`src/rtl/dma_resp_pkg.sv`:
```
package dma_resp_pkg;

    localparam int WORD_W  = 32;
    localparam int BYTES_W = 32;
    localparam int ERR_W   = 8;
    localparam int OFS_W   = 3;
    localparam int LVL_W   = 16;

    localparam logic [OFS_W-1:0] OFS_BYTES  = 3'h0;
    localparam logic [OFS_W-1:0] OFS_STATUS = 3'h4;

    typedef struct packed {
        logic               early;
        logic [ERR_W-1:0]   err;
        logic [BYTES_W-1:0] bytes;
    } resp_rec_t;

    typedef enum logic [1:0] {
        ST_EMPTY   = 2'd0,
        ST_PARTIAL = 2'd1,
        ST_FULL    = 2'd2
    } occ_state_e;

    function automatic logic [WORD_W-1:0] status_word(input resp_rec_t r);
        logic [WORD_W-1:0] w;
        w = '0;
        w[ERR_W-1:0] = r.err;
        w[ERR_W]     = r.early;
        return w;
    endfunction

endpackage

```
`src/rtl/resp_store.sv`:
```
module resp_store
    import dma_resp_pkg::*;
#(
    parameter int DEPTH = 16
) (
    input  logic      clk,
    input  logic      rst_n,
    input  logic      wr_en,
    input  resp_rec_t wr_rec,
    input  logic      rd_adv,
    output resp_rec_t head_rec
);

    localparam int PTR_W = (DEPTH > 1) ? $clog2(DEPTH) : 1;
    localparam logic [PTR_W-1:0] LAST = PTR_W'(DEPTH - 1);

    resp_rec_t        mem [DEPTH];
    logic [PTR_W-1:0] wr_ptr;
    logic [PTR_W-1:0] rd_ptr;

    function automatic logic [PTR_W-1:0] bump(input logic [PTR_W-1:0] p);
        return (p == LAST) ? '0 : p + 1'b1;
    endfunction

    always_ff @(posedge clk) begin
        if (!rst_n) begin
            wr_ptr <= '0;
            rd_ptr <= '0;
        end else begin
            if (wr_en) begin
                wr_ptr <= bump(wr_ptr);
            end
            if (rd_adv) begin
                rd_ptr <= bump(rd_ptr);
            end
        end
    end

    always_ff @(posedge clk) begin
        if (wr_en) begin
            mem[wr_ptr] <= wr_rec;
        end
    end

    assign head_rec = mem[rd_ptr];

endmodule

```
`src/rtl/resp_occ_fsm.sv`:
```
module resp_occ_fsm
    import dma_resp_pkg::*;
#(
    parameter int DEPTH = 16,
    localparam int CNT_W = $clog2(DEPTH + 1)
) (
    input  logic             clk,
    input  logic             rst_n,
    input  logic             push_req,
    input  logic             pop_req,
    output logic             push_ok,
    output logic             pop_ok,
    output logic [CNT_W-1:0] count,
    output logic             is_empty,
    output logic             is_full
);

    localparam logic [CNT_W-1:0] CNT_TOP  = CNT_W'(DEPTH - 1);
    localparam logic [CNT_W-1:0] CNT_ONE  = CNT_W'(1);

    occ_state_e       state;
    occ_state_e       state_nx;
    logic [CNT_W-1:0] count_nx;

    // state register
    always_ff @(posedge clk) begin
        if (!rst_n) begin
            state <= ST_EMPTY;
            count <= '0;
        end else begin
            state <= state_nx;
            count <= count_nx;
        end
    end

    // next state: transitions named as in the brief
    always_comb begin
        state_nx = state;
        count_nx = count;
        unique case (state)
            ST_EMPTY: begin
                if (push_req) begin
                    // T_FILL_FIRST
                    state_nx = (DEPTH == 1) ? ST_FULL : ST_PARTIAL;
                    count_nx = CNT_ONE;
                end
            end
            ST_PARTIAL: begin
                if (push_req && !pop_req) begin
                    count_nx = count + 1'b1;
                    if (count == CNT_TOP) begin
                        state_nx = ST_FULL;     // T_TOP_OFF
                    end
                end else if (pop_req && !push_req) begin
                    count_nx = count - 1'b1;
                    if (count == CNT_ONE) begin
                        state_nx = ST_EMPTY;    // T_DRAIN_LAST
                    end
                end
                // push and pop together: T_EXCHANGE, no change
            end
            ST_FULL: begin
                if (pop_req) begin
                    // T_RELEASE
                    state_nx = (DEPTH == 1) ? ST_EMPTY : ST_PARTIAL;
                    count_nx = count - 1'b1;
                end
            end
            default: begin
                state_nx = ST_EMPTY;
                count_nx = '0;
            end
        endcase
    end

    // outputs
    always_comb begin
        push_ok  = 1'b0;
        pop_ok   = 1'b0;
        is_empty = 1'b0;
        is_full  = 1'b0;
        unique case (state)
            ST_EMPTY: begin
                push_ok  = 1'b1;
                is_empty = 1'b1;
            end
            ST_PARTIAL: begin
                push_ok = 1'b1;
                pop_ok  = 1'b1;
            end
            ST_FULL: begin
                pop_ok  = 1'b1;
                is_full = 1'b1;
            end
            default: begin
                is_empty = 1'b1;
            end
        endcase
    end

endmodule

```
`src/rtl/resp_rd_window.sv`:
```
module resp_rd_window
    import dma_resp_pkg::*;
(
    input  logic              clk,
    input  logic              rst_n,
    input  logic              rd_en,
    input  logic [OFS_W-1:0]  rd_addr,
    input  resp_rec_t         head_rec,
    input  logic              have_rec,
    output logic              pop_req,
    output logic [WORD_W-1:0] rd_data,
    output logic              rd_valid
);

    logic [WORD_W-1:0] sel_word;

    assign pop_req = rd_en && (rd_addr == OFS_STATUS);

    always_comb begin
        sel_word = '0;
        if (have_rec) begin
            unique case (rd_addr)
                OFS_BYTES:  sel_word = WORD_W'(head_rec.bytes);
                OFS_STATUS: sel_word = status_word(head_rec);
                default:    sel_word = '0;
            endcase
        end
    end

    always_ff @(posedge clk) begin
        if (!rst_n) begin
            rd_data  <= '0;
            rd_valid <= 1'b0;
        end else begin
            rd_valid <= rd_en;
            if (rd_en) begin
                rd_data <= sel_word;
            end
        end
    end

endmodule

```
`src/rtl/dma_resp_port.sv`:
```
module dma_resp_port
    import dma_resp_pkg::*;
#(
    parameter int DEPTH = 16
) (
    input  logic              clk,
    input  logic              rst_n,
    input  logic              push_valid,
    output logic              push_ready,
    input  logic [BYTES_W-1:0] push_bytes,
    input  logic [ERR_W-1:0]  push_err,
    input  logic              push_early,
    input  logic              rd_en,
    input  logic [OFS_W-1:0]  rd_addr,
    output logic [WORD_W-1:0] rd_data,
    output logic              rd_valid,
    output logic [WORD_W-1:0] fill_word,
    output logic              empty_o,
    output logic              full_o
);

    localparam int CNT_W = $clog2(DEPTH + 1);

    resp_rec_t        in_rec;
    resp_rec_t        head_rec;
    logic             push_ok;
    logic             pop_ok;
    logic             pop_req;
    logic             push_fire;
    logic             pop_fire;
    logic [CNT_W-1:0] count;
    logic [LVL_W-1:0] lvl;

    assign in_rec.early = push_early;
    assign in_rec.err   = push_err;
    assign in_rec.bytes = push_bytes;

    assign push_fire  = push_valid && push_ok;
    assign pop_fire   = pop_req && pop_ok;
    assign push_ready = push_ok;

    resp_occ_fsm #(.DEPTH(DEPTH)) u_occ (
        .clk      (clk),
        .rst_n    (rst_n),
        .push_req (push_fire),
        .pop_req  (pop_fire),
        .push_ok  (push_ok),
        .pop_ok   (pop_ok),
        .count    (count),
        .is_empty (empty_o),
        .is_full  (full_o)
    );

    resp_store #(.DEPTH(DEPTH)) u_store (
        .clk      (clk),
        .rst_n    (rst_n),
        .wr_en    (push_fire),
        .wr_rec   (in_rec),
        .rd_adv   (pop_fire),
        .head_rec (head_rec)
    );

    resp_rd_window u_win (
        .clk      (clk),
        .rst_n    (rst_n),
        .rd_en    (rd_en),
        .rd_addr  (rd_addr),
        .head_rec (head_rec),
        .have_rec (pop_ok),
        .pop_req  (pop_req),
        .rd_data  (rd_data),
        .rd_valid (rd_valid)
    );

    assign lvl       = LVL_W'(count);
    assign fill_word = WORD_W'(lvl);

endmodule

```
`config.mk`:
```
export PLATFORM = sky130hd
export DESIGN_NAME = dma_resp_port
export DESIGN_NICKNAME = d
export VERILOG_FILES = /design/src/rtl/dma_resp_pkg.sv /design/src/rtl/resp_store.sv /design/src/rtl/resp_occ_fsm.sv /design/src/rtl/resp_rd_window.sv /design/src/rtl/dma_resp_port.sv
export SDC_FILE = /design/constraint.sdc
export NUM_CORES = 1
export LEC_CHECK = 0
export CAP_MARGIN = 25
export CORE_ASPECT_RATIO = 1.4
export CORE_UTILIZATION = 31
export DETAILED_ROUTE_END_ITERATION = 7
export GPL_ROUTABILITY_DRIVEN = 0
export MAX_ROUTING_LAYER = met4
export RECOVER_POWER = 100
export SLEW_MARGIN = 20
export SYNTH_ARGS = -nofsm -noshare
export SYNTH_HDL_FRONTEND = slang
export SYNTH_SLANG_ARGS = --single-unit
```
`constraint.sdc`:
```
create_clock -name clk -period 8.95 [get_ports clk]
set_clock_uncertainty 0.2 [all_clocks]
set_input_delay 1.3425 -clock clk [delete_from_list [all_inputs] [get_ports clk]]
set_output_delay 1.3425 -clock clk [all_outputs]
set_load 0.01 [all_outputs]
```
-- Word-level counts from Yosys, hierarchy flattened
Memories as Yosys holds them, arrays and structs flattened. A register that Yosys moved wholly into a read port is not among the register bits.
Cells that the tools add are included.
- equal/unequal tests: 12
- reductions and logical operators: 13
- multiplexer cells: 24
- $add $sub $neg: 4
- operator list (kind ; count):
    32-bit one-hot mux with 2 select lines ; 1
    32-bit 2-to-1 mux ; 1
    5-bit 2-to-1 mux ; 4
    4-bit 2-to-1 mux ; 4
    5-bit one-hot mux with 3 select lines ; 1
    2-bit 2-to-1 mux ; 6
    4-bit by 1-bit adder with 4-bit output, second input constant ; 2
    4-bit equality test, second input constant ; 2
    1-bit 2-to-1 mux ; 6
    3-bit by 1-bit inequality test with 1-bit output, second input constant ; 2
    2-bit one-hot mux with 3 select lines ; 1
    5-bit by 1-bit adder with 5-bit output, second input constant ; 1
    5-bit by 1-bit equality test with 1-bit output, second input constant ; 1
    5-bit by 4-bit equality test with 1-bit output, second input constant ; 1
    1-bit logical AND ; 5
    5-bit AND reduction ; 1
    5-bit by 1-bit subtractor with 5-bit output, second input constant ; 1
    2-bit by 1-bit inequality test with 1-bit output, second input constant ; 2
    2-bit OR reduction ; 2
    3-bit equality test, second input constant ; 1
    3-bit zero test ; 1
    3-bit inequality test, second input constant ; 1
    3-bit AND reduction ; 1
    2-bit by 1-bit equality test with 1-bit output, second input constant ; 1
    other kinds (3) ; 4
- register bits after elaboration: 48
- output and inout port bits: 68
- memories: 1
- memory bits (writable): 656
- bits of input ports: 48
- memories (name ; words ; bits a word ; read ports ; clocked after memory_dff ; write ports ; line ; text):
    u_store.mem ; 16 ; 41 ; 1 ; 1 ; 1 ; resp_store.sv:17 ; resp_rec_t mem [DEPTH];

-- Logic depth before layout (Yosys ltp)
Gate-level depths: netlist of the first run.
- word-level depth: 9
- depth in mapped cells: 9
- gate-level depth less buffers: 7

-- Cells and area by module
From an unflattened synthesis of the first run, not the netlist that was laid out.
- cell total of the unflattened synthesis: 1326
- area total of the unflattened synthesis: 27398.8 um^2
- modules (own cells, without submodules) (module ; instances ; seq. area each (um^2) ; area an instance (um^2) ; cells each):
    resp_store ; 1 ; 19939.1 ; 25074.0 ; 1071
    resp_rd_window ; 1 ; 660.6 ; 1416.4 ; 145
    resp_occ_fsm ; 1 ; 140.1 ; 689.4 ; 80
    dma_resp_port ; 1 ; 0.0 ; 219.0 ; 30

-- Least setup slack after synthesis of the first run
No wires, ideal clock.
- path type: in2reg
- start: in push_valid
- end: mem u_store.mem[3][0] in the netlist's numbering, enable pin
- slack: 3305 ps
- path buffers: 2
- data arrival time: 4954 ps
- required time: 8260 ps
- stages: 5
- cells stage by stage: clkbuf_1 o21a_1 clkbuf_1 nand2_1 nor3_1
- cells in the longest elaborated chain, start to end: 3
- RTL lines (what ; line ; text):
    start: declaration ; dma_resp_port.sv:8 ; input logic push_valid,
    1-bit logical AND ; dma_resp_port.sv:38 ; assign push_fire = push_valid && push_ok;
    1-bit 2-to-1 mux ; resp_store.sv:40 ; if (wr_en) begin
    1-bit 2-to-1 mux (implied by the code) ; resp_store.sv:41 ; mem[wr_ptr] <= wr_rec;
    end: declaration ; resp_store.sv:17 ;
No other way between the ends.

-- Worst setup path after layout of the first run
- start: in push_valid
- end: mem u_store.mem[11][19] in the netlist's numbering, enable pin
Same word-level chain as after synthesis.

==> out/results.ini, run 1 <==
[run_status]
outcome = finished with violations
violations = capacitance limit, slew limit

[sta]
slew_headroom_pct = -134.3
setup_violations = 0
finalHoldViolations = 0
tightest_slew_ps = 3515
setup_tns_ps = 0
fmax_mhz = 176.1
timing.final.crit_share_pct = 63.45
min_period_ps = 5678
slew_viol_final = 644
rsz0062_at_grt = false

[floorplan]
fp.dieH_um = 353.5
io_pins = 116
die_area_um2 = 89480
start_util_pct = 31.35
chipWidth_um = 253.1
rows = 128
coreArea_um2 = 87280

[pwr]
leakagePower_nw = 9.680
power_mw = 7.137
peakVddDrop_mv = 0.1338
cellPowerDensity_nw_per_um2 = 224.7

[cells_and_area]
drive_gt1_share_pct = 22.15
nets = 1440
final_common_cell = edfxtp_1
final_cell_mix = edfxtp_1 (656), mux4_2 (188), dlygate4sd3_1 (84)
synthToLayoutAreaGrowth_pct = 16.09
final_util_pct = 36.39

[clock_network]
cts_tree = built
post_cts_resize_count = 0
post-cts-setup-buffers = 0
cts_sinks = 708
clk_pin_slew_ps = 60
clockRootBuffer = clkbuf_16
h-tree-depth = 3
cts_buffer_depth = 3
cts-buffers-inserted = 67
worstSkewPairLatency_ps = 610
ctsHoldBuffers = 0

[setup_path]
cpPeakStageDelay_ps = 1560
setup.worst_path.class = input port to register
crit_fanout = 25
critPathSlowestCell = clkbuf_1
crit_path_start_kind = input port
cp.arrival_ps = 5670
cp-end-kind = register
path_buf_inv = 2
worstPathCellList = dlygate4sd3_1 -> o21a_1 -> nand2_1 -> nor2_1 -> clkbuf_1
cp.required_ps = 8940
critPathTopFamily = buffers and inverters
r2r_slack_ps = 3830

[routing]
wl_met2_mm = 32.06
dr_total_vias = 12786
drt_pass1_iterations = 5
drc = 0
drt_iter0_drc = 1047
top_layer = met4
routedWlPerCell_um = 23.85
wirelength_mm = 62.19
met3WireLength_mm = 2.839
wl_met1_mm = 25.35
post_drt_via_cell_ratio = 4.904
antenna_left = 0

[logic_synthesis]
netlist_area_um2 = 27360
ys_warn_count = 0
ys_ff_latch = 708
async_reset_ff_share_pct = 0
ys.flop_type = edfxtp_1
seq_area_frac_synth_pct = 75.79
yosys.cell_types.count = 53
synth-edff-count = 656
avgSynthCellArea_um2 = 21.77
synthCells = 1257

[grt]
grt_pass1_wl_mm = 91.25
grt_pass1_vias = 13535
antenna_found_initial = 10
grt_use_total_pct = 14.46
grt_max_degree = 54
overflow = 0

[placement]
io_buffer_count = 88
post-dp-hpwl_mm = 36.44

[hold_path]
hp-class = register to register

[run]
cap_violations = 21

[layout make-up]
| type | instances | area, µm² |
|---|---|---|
| Sequential cell | 708 | 20750 |
| Multi-Input combinational cell | 458 | 6135 |
| Clock buffer | 80 | 1747 |
| Antenna cell | 6 | 15.01 |
| Inverter | 23 | 86.33 |
| Fill cell | 7906 | 55520 |
| Timing Repair Buffer | 121 | 1101 |
| Clock inverter | 41 | 470.5 |
| Tap cell | 1170 | 1464 |
[registers in the layout (all words and copies together) (netlist names), named ones only]
name,cells
u_occ.count,5
u_win.rd_valid,1
u_store.rd_ptr,4
u_win.rd_data,32
u_store.mem,656
u_occ.state,2
u_store.wr_ptr,4
[cells in the mapped netlist, types with 4 or more instances]
cell type | instances | area, µm²
and2_1 | 11 | 68.82
inv_1 | 22 | 82.58
o31a_1 | 8 | 70.07
nand2_1 | 22 | 82.58
buf_2 | 17 | 85.08
o22ai_1 | 9 | 56.30
mux2i_1 | 21 | 210.2
a31oi_1 | 4 | 25.02
mux4_2 | 188 | 4234
a32o_1 | 24 | 240.2
dfxtp_1 | 52 | 1041
buf_1 | 4 | 15.01
o21ai_0 | 5 | 25.02
a22o_1 | 6 | 52.55
ha_1 | 13 | 162.7
edfxtp_1 | 656 | 19700
nor3_1 | 5 | 25.02
clkbuf_1 | 33 | 123.9
buf_6 | 10 | 112.6
nand3_1 | 5 | 25.02
a21oi_1 | 13 | 65.06
buf_4 | 30 | 225.2
nor2_1 | 32 | 120.1
nor3b_1 | 5 | 37.54
a211oi_1 | 17 | 127.6
and3_1 | 5 | 31.28
[worst register-to-register path, stage by stage (launching register included)]
cell,delay [ps]
dfxtp_1,340
inv_1,90
ha_1,460
o21a_1,440
nand2_1,300
nor2_1,1270
clkbuf_1,1560
[layer usage]
metal	vias to the layer above	global-route usage (%)
met5	-	-
met4	0	5.673
met3	91	2.485
met2	364	24.12
met1	6868	17.40
li1	5463	-
[report_power, final]
| group | internal, mW | switching (mW) | leakage (nW) | total (mW) |
|---|---|---|---|---|
| logic | 0.205 | 0.300 | 2.26 | 0.505 |
| clock network | 1.63 | 1.24 | 1.08 | 2.87 |
| registers | 3.72 | 0.0397 | 6.34 | 3.76 |
[stage by stage]
| stage | setup slack (ps) | std cells | hold slack [ps] | area (µm²) |
|---|---|---|---|---|
| finish | 3272 | 2607 | 265.7 | 31770 |
| global route | 2983 | 2607 | 299.9 | 31770 |
| floorplan | 3305 | 1283 | 270.9 | 27460 |
| detailed placement | 4483 | 2478 | 262.0 | 29620 |
| CTS | 5147 | 2599 | 280.8 | 31840 |
| global placement | 4583 | 2477 | 257.0 | 29600 |
[logic make-up after synthesis]
logic type / Yosys count / share of synthesized area, %
flops: 708 / 75.79
mux: 212 / 16.36
buf+inv: 117 / 2.368
compound gates: 104 / 2.958
simple gates: 98 / 1.783
fa+ha+maj: 13 / 0.5944
xor+xnor: 4 / 0.1280
other cells: 1 / 0.01370
[path summary, 6_finish.rpt]
| kind | depth (start not counted) | start | end |
|---|---|---|---|
| worst max-delay path | 5 | push_valid | u_store.mem[11][19] |
| worst min-delay path | 1 | u_win.rd_data[28] | u_win.rd_data[28] |
| worst min register to register | 1 | u_win.rd_data[28] | u_win.rd_data[28] |
| worst max register to register | 6 | u_occ.state[1] | u_store.mem[11][19] |
Power figures use the tool's default switching activity.
==> run 2, diff against run 1 <==
==> constraint.sdc (replaced) <==
create_clock -name clk -period 4.76 [get_ports clk]
set_clock_uncertainty 0.2 [all_clocks]
set_input_delay 0.714 -clock clk [delete_from_list [all_inputs] [get_ports clk]]
set_output_delay 0.714 -clock clk [all_outputs]
set_load 0.01 [all_outputs]
==> run 2 against run 1 <==
The run still ends with capacitance limit, slew limit left; clock-buffer cell count grew 9; non-clock buffer count grew 4; cell area grew 0.30%; worst setup slack lost 2400 ps; first-iteration DRC count grew 16%; highest routed layer unchanged.
==> out/results.ini, run 2 (same netlist as run 1, synthesis figures left out) <==
[run_status]
outcome = finished with violations  ; unchanged
violations = capacitance limit, slew limit  ; unchanged

[clock_network]
post-cts-setup-buffers = 0  ; unchanged
cts-buffers-inserted = 68  ; was 67
clockRootBuffer = clkbuf_16  ; unchanged
cts_buffer_depth = 3  ; unchanged
cts_tree = built  ; unchanged
post_cts_resize_count = 0  ; unchanged
h-tree-depth = 3  ; unchanged
worstSkewPairLatency_ps = 600  ; was 610 ps
clk_pin_slew_ps = 60  ; about the same
ctsHoldBuffers = 0  ; unchanged
cts_sinks = 708  ; unchanged

[grt]
grtUsageMet2_pct = 24.07  ; was 24.12%
grt_use_total_pct = 14.47  ; was 14.46%
overflow = 0  ; unchanged
grt_pass1_vias = 13545  ; was 13535
use_met1_pct = 17.86  ; was 17.40%
grt_max_degree = 58  ; was 54
antenna_found_initial = 11  ; was 10
grt_pass1_wl_mm = 92.26  ; was 91.25 mm
grt-busiest-layer = met2  ; unchanged
use_met3_pct = 2.595  ; was 2.485%

[floorplan]
coreArea_um2 = 87280  ; unchanged
io_pins = 116  ; unchanged
die_area_um2 = 89480  ; unchanged
rows = 128  ; unchanged
chipWidth_um = 253.1  ; unchanged
start_util_pct = 31.35  ; unchanged
fp.dieH_um = 353.5  ; unchanged

[setup_path]
path_buf_inv = 1  ; was 2
r2r-end = u_win.rd_data[20]  ; was u_store.mem[11][19]
cp.required_ps = 5050  ; was 8940 ps
crit_path_start_kind = register  ; was input port
critPathSlowestCell = dfxtp_2  ; was clkbuf_1
crit_fanout = 57  ; was 25
critPathTopFamily = flip-flops  ; was buffers and inverters
worstPathCellList = clkbuf_2 -> mux4_2 -> mux4_2 -> a32o_1  ; was dlygate4sd3_1 -> o21a_1 -> nand2_1 -> nor2_1 -> clkbuf_1
cp.arrival_ps = 4180  ; was 5670 ps
ff2ff_path_depth = 4  ; was 6
r2r_slack_ps = 870  ; was 3830 ps
setup.worst_path.class = register to register  ; was input port to register
cp-end-kind = register  ; unchanged
cpPeakStageDelay_ps = 1450  ; was 1560 ps
path_depth = 4  ; was 5
path_common_cell = mux4_2

[hold_path]
worstHoldStart = u_win.rd_data[11]  ; was u_win.rd_data[28]
whs_path_depth = 1  ; unchanged
min_to = u_win.rd_data[11]  ; was u_win.rd_data[28]
hp-class = register to register  ; unchanged

[routing]
drt_iter0_drc = 1218  ; was 1047
post_drt_via_cell_ratio = 4.926  ; was 4.904
antenna_left = 0  ; unchanged
wirelength_mm = 61.72  ; was 62.19 mm
drt_pass1_iterations = 5  ; unchanged
drc = 0  ; unchanged
routedWlPerCell_um = 23.59  ; was 23.85 µm
dr_total_vias = 12886  ; was 12786

[sta]
setup_violations = 0  ; unchanged
slew_viol_final = 161  ; was 644
fmax_mhz = 257.1
setup_tns_ps = 0  ; unchanged
rsz0062_at_grt = false  ; unchanged
finalHoldViolations = 0  ; unchanged
tightest_slew_ps = 1902  ; was 3515 ps
slew_headroom_pct = -27.24  ; was -134.3%
min_period_ps = 3890
timing.final.crit_share_pct = 81.72
timing.hold.ws_ps = 267.8  ; was 265.7 ps

[pwr]
power_mw = 13.32  ; was 7.137 mW
cellPowerDensity_nw_per_um2 = 418.2  ; was 224.7 nW/µm²
leakagePower_nw = 9.736  ; was 9.680 nW
peakVddDrop_mv = 0.2321  ; was 0.1338 mV

[placement]
placed_area_um2 = 29810  ; was 29620 µm²
post-dp-hpwl_mm = 36.99  ; was 36.44 mm
io_buffer_count = 88  ; unchanged

[cells_and_area]
largest_register_ffs = 656  ; unchanged
final_common_cell = edfxtp_1  ; unchanged
final_cell_mix = edfxtp_1 (656), mux4_2 (188), dlygate4sd3_1 (83)  ; was edfxtp_1 (656), mux4_2 (188), dlygate4sd3_1 (84)
largest_register = u_store.mem  ; unchanged
top_regs = u_store.mem (656), u_win.rd_data (32), u_occ.count (5)  ; unchanged
drive_gt1_share_pct = 23.45  ; was 22.15%
finalInstanceArea_um2 = 31860  ; was 31770 µm²
final_util_pct = 36.50  ; was 36.39%
nets = 1445  ; was 1440
synthToLayoutAreaGrowth_pct = 16.43  ; was 16.09%

[run]
cap_violations = 6  ; was 21

==> run 2: cell count changes in the layout (fill, tap and decap cells not counted), sizes merged <==
| cell | before | now |
|---|---|---|
| diode | 6 | 9 |
| inv | 29 | 28 |
| clkdlybuf4s50 | 3 | 4 |
| clkinv | 24 | 22 |
| clkinvlp | 4 | 3 |
| clkbuf | 102 | 105 |
| bufinv | 7 | 4 |
| dlygate4sd3 | 84 | 83 |
| buf | 12 | 22 |
==> run 2: how the worst max path moves through the flow <==
stage,start,to,slack (ps)
after floorplan,push_valid,u_store.mem[7][0],840
after global placement,rd_en,u_occ.count[4],1100
after detailed placement,rd_en,u_occ.state[0],1070
after CTS,register,u_win.rd_data[1],1580
after global routing,u_occ.state[1],u_store.mem[4][4],710
final,register,u_win.rd_data[20],870
==> run 2: power breakdown <==
part | switching, mW | total, mW | internal, mW | leakage, nW
Clock | 2.31 | 5.28 | 2.97 | 1.05
Sequential | 0.0721 | 7.07 | 7.00 | 6.34
Combinational | 0.583 | 0.974 | 0.391 | 2.35
Total | 2.97 | 13.3 | 10.4 | 9.74
==> run 2: metrics by stage <==
step,worst slack [ps],cells
detailed placement,1068,2484
global route,714.2,2616
finish,870.2,2616
floorplan,841.2,1283
CTS,1580,2607
global placement,1103,2484
==> run 2: per-layer routing <==
metal | part of all wire [%] | vias to the layer above | wire length, µm
li1 | - | 5494 | -
met1 | 41 | 6923 | 25440
met2 | 52 | 381 | 31850
met3 | 4.8 | 88 | 2990
met4 | 2.3 | 0 | 1445
met5 | 0 | - | 0
==> run 2: cell type report <==
cell class | count | area, µm²
Antenna cell | 9 | 22.52
Clock buffer | 89 | 1832
Clock inverter | 34 | 322.8
Fill cell | 7895 | 55420
Inverter | 23 | 86.33
Multi-Input combinational cell | 458 | 6153
Sequential cell | 708 | 20750
Tap cell | 1170 | 1464
Timing Repair Buffer | 125 | 1230
==> run 2: worst register-to-register path, stage by stage, from the launching register on <==
cell	delay, ps
dfxtp_2	1450
clkbuf_2	900
mux4_2	450
mux4_2	530
a32o_1	270
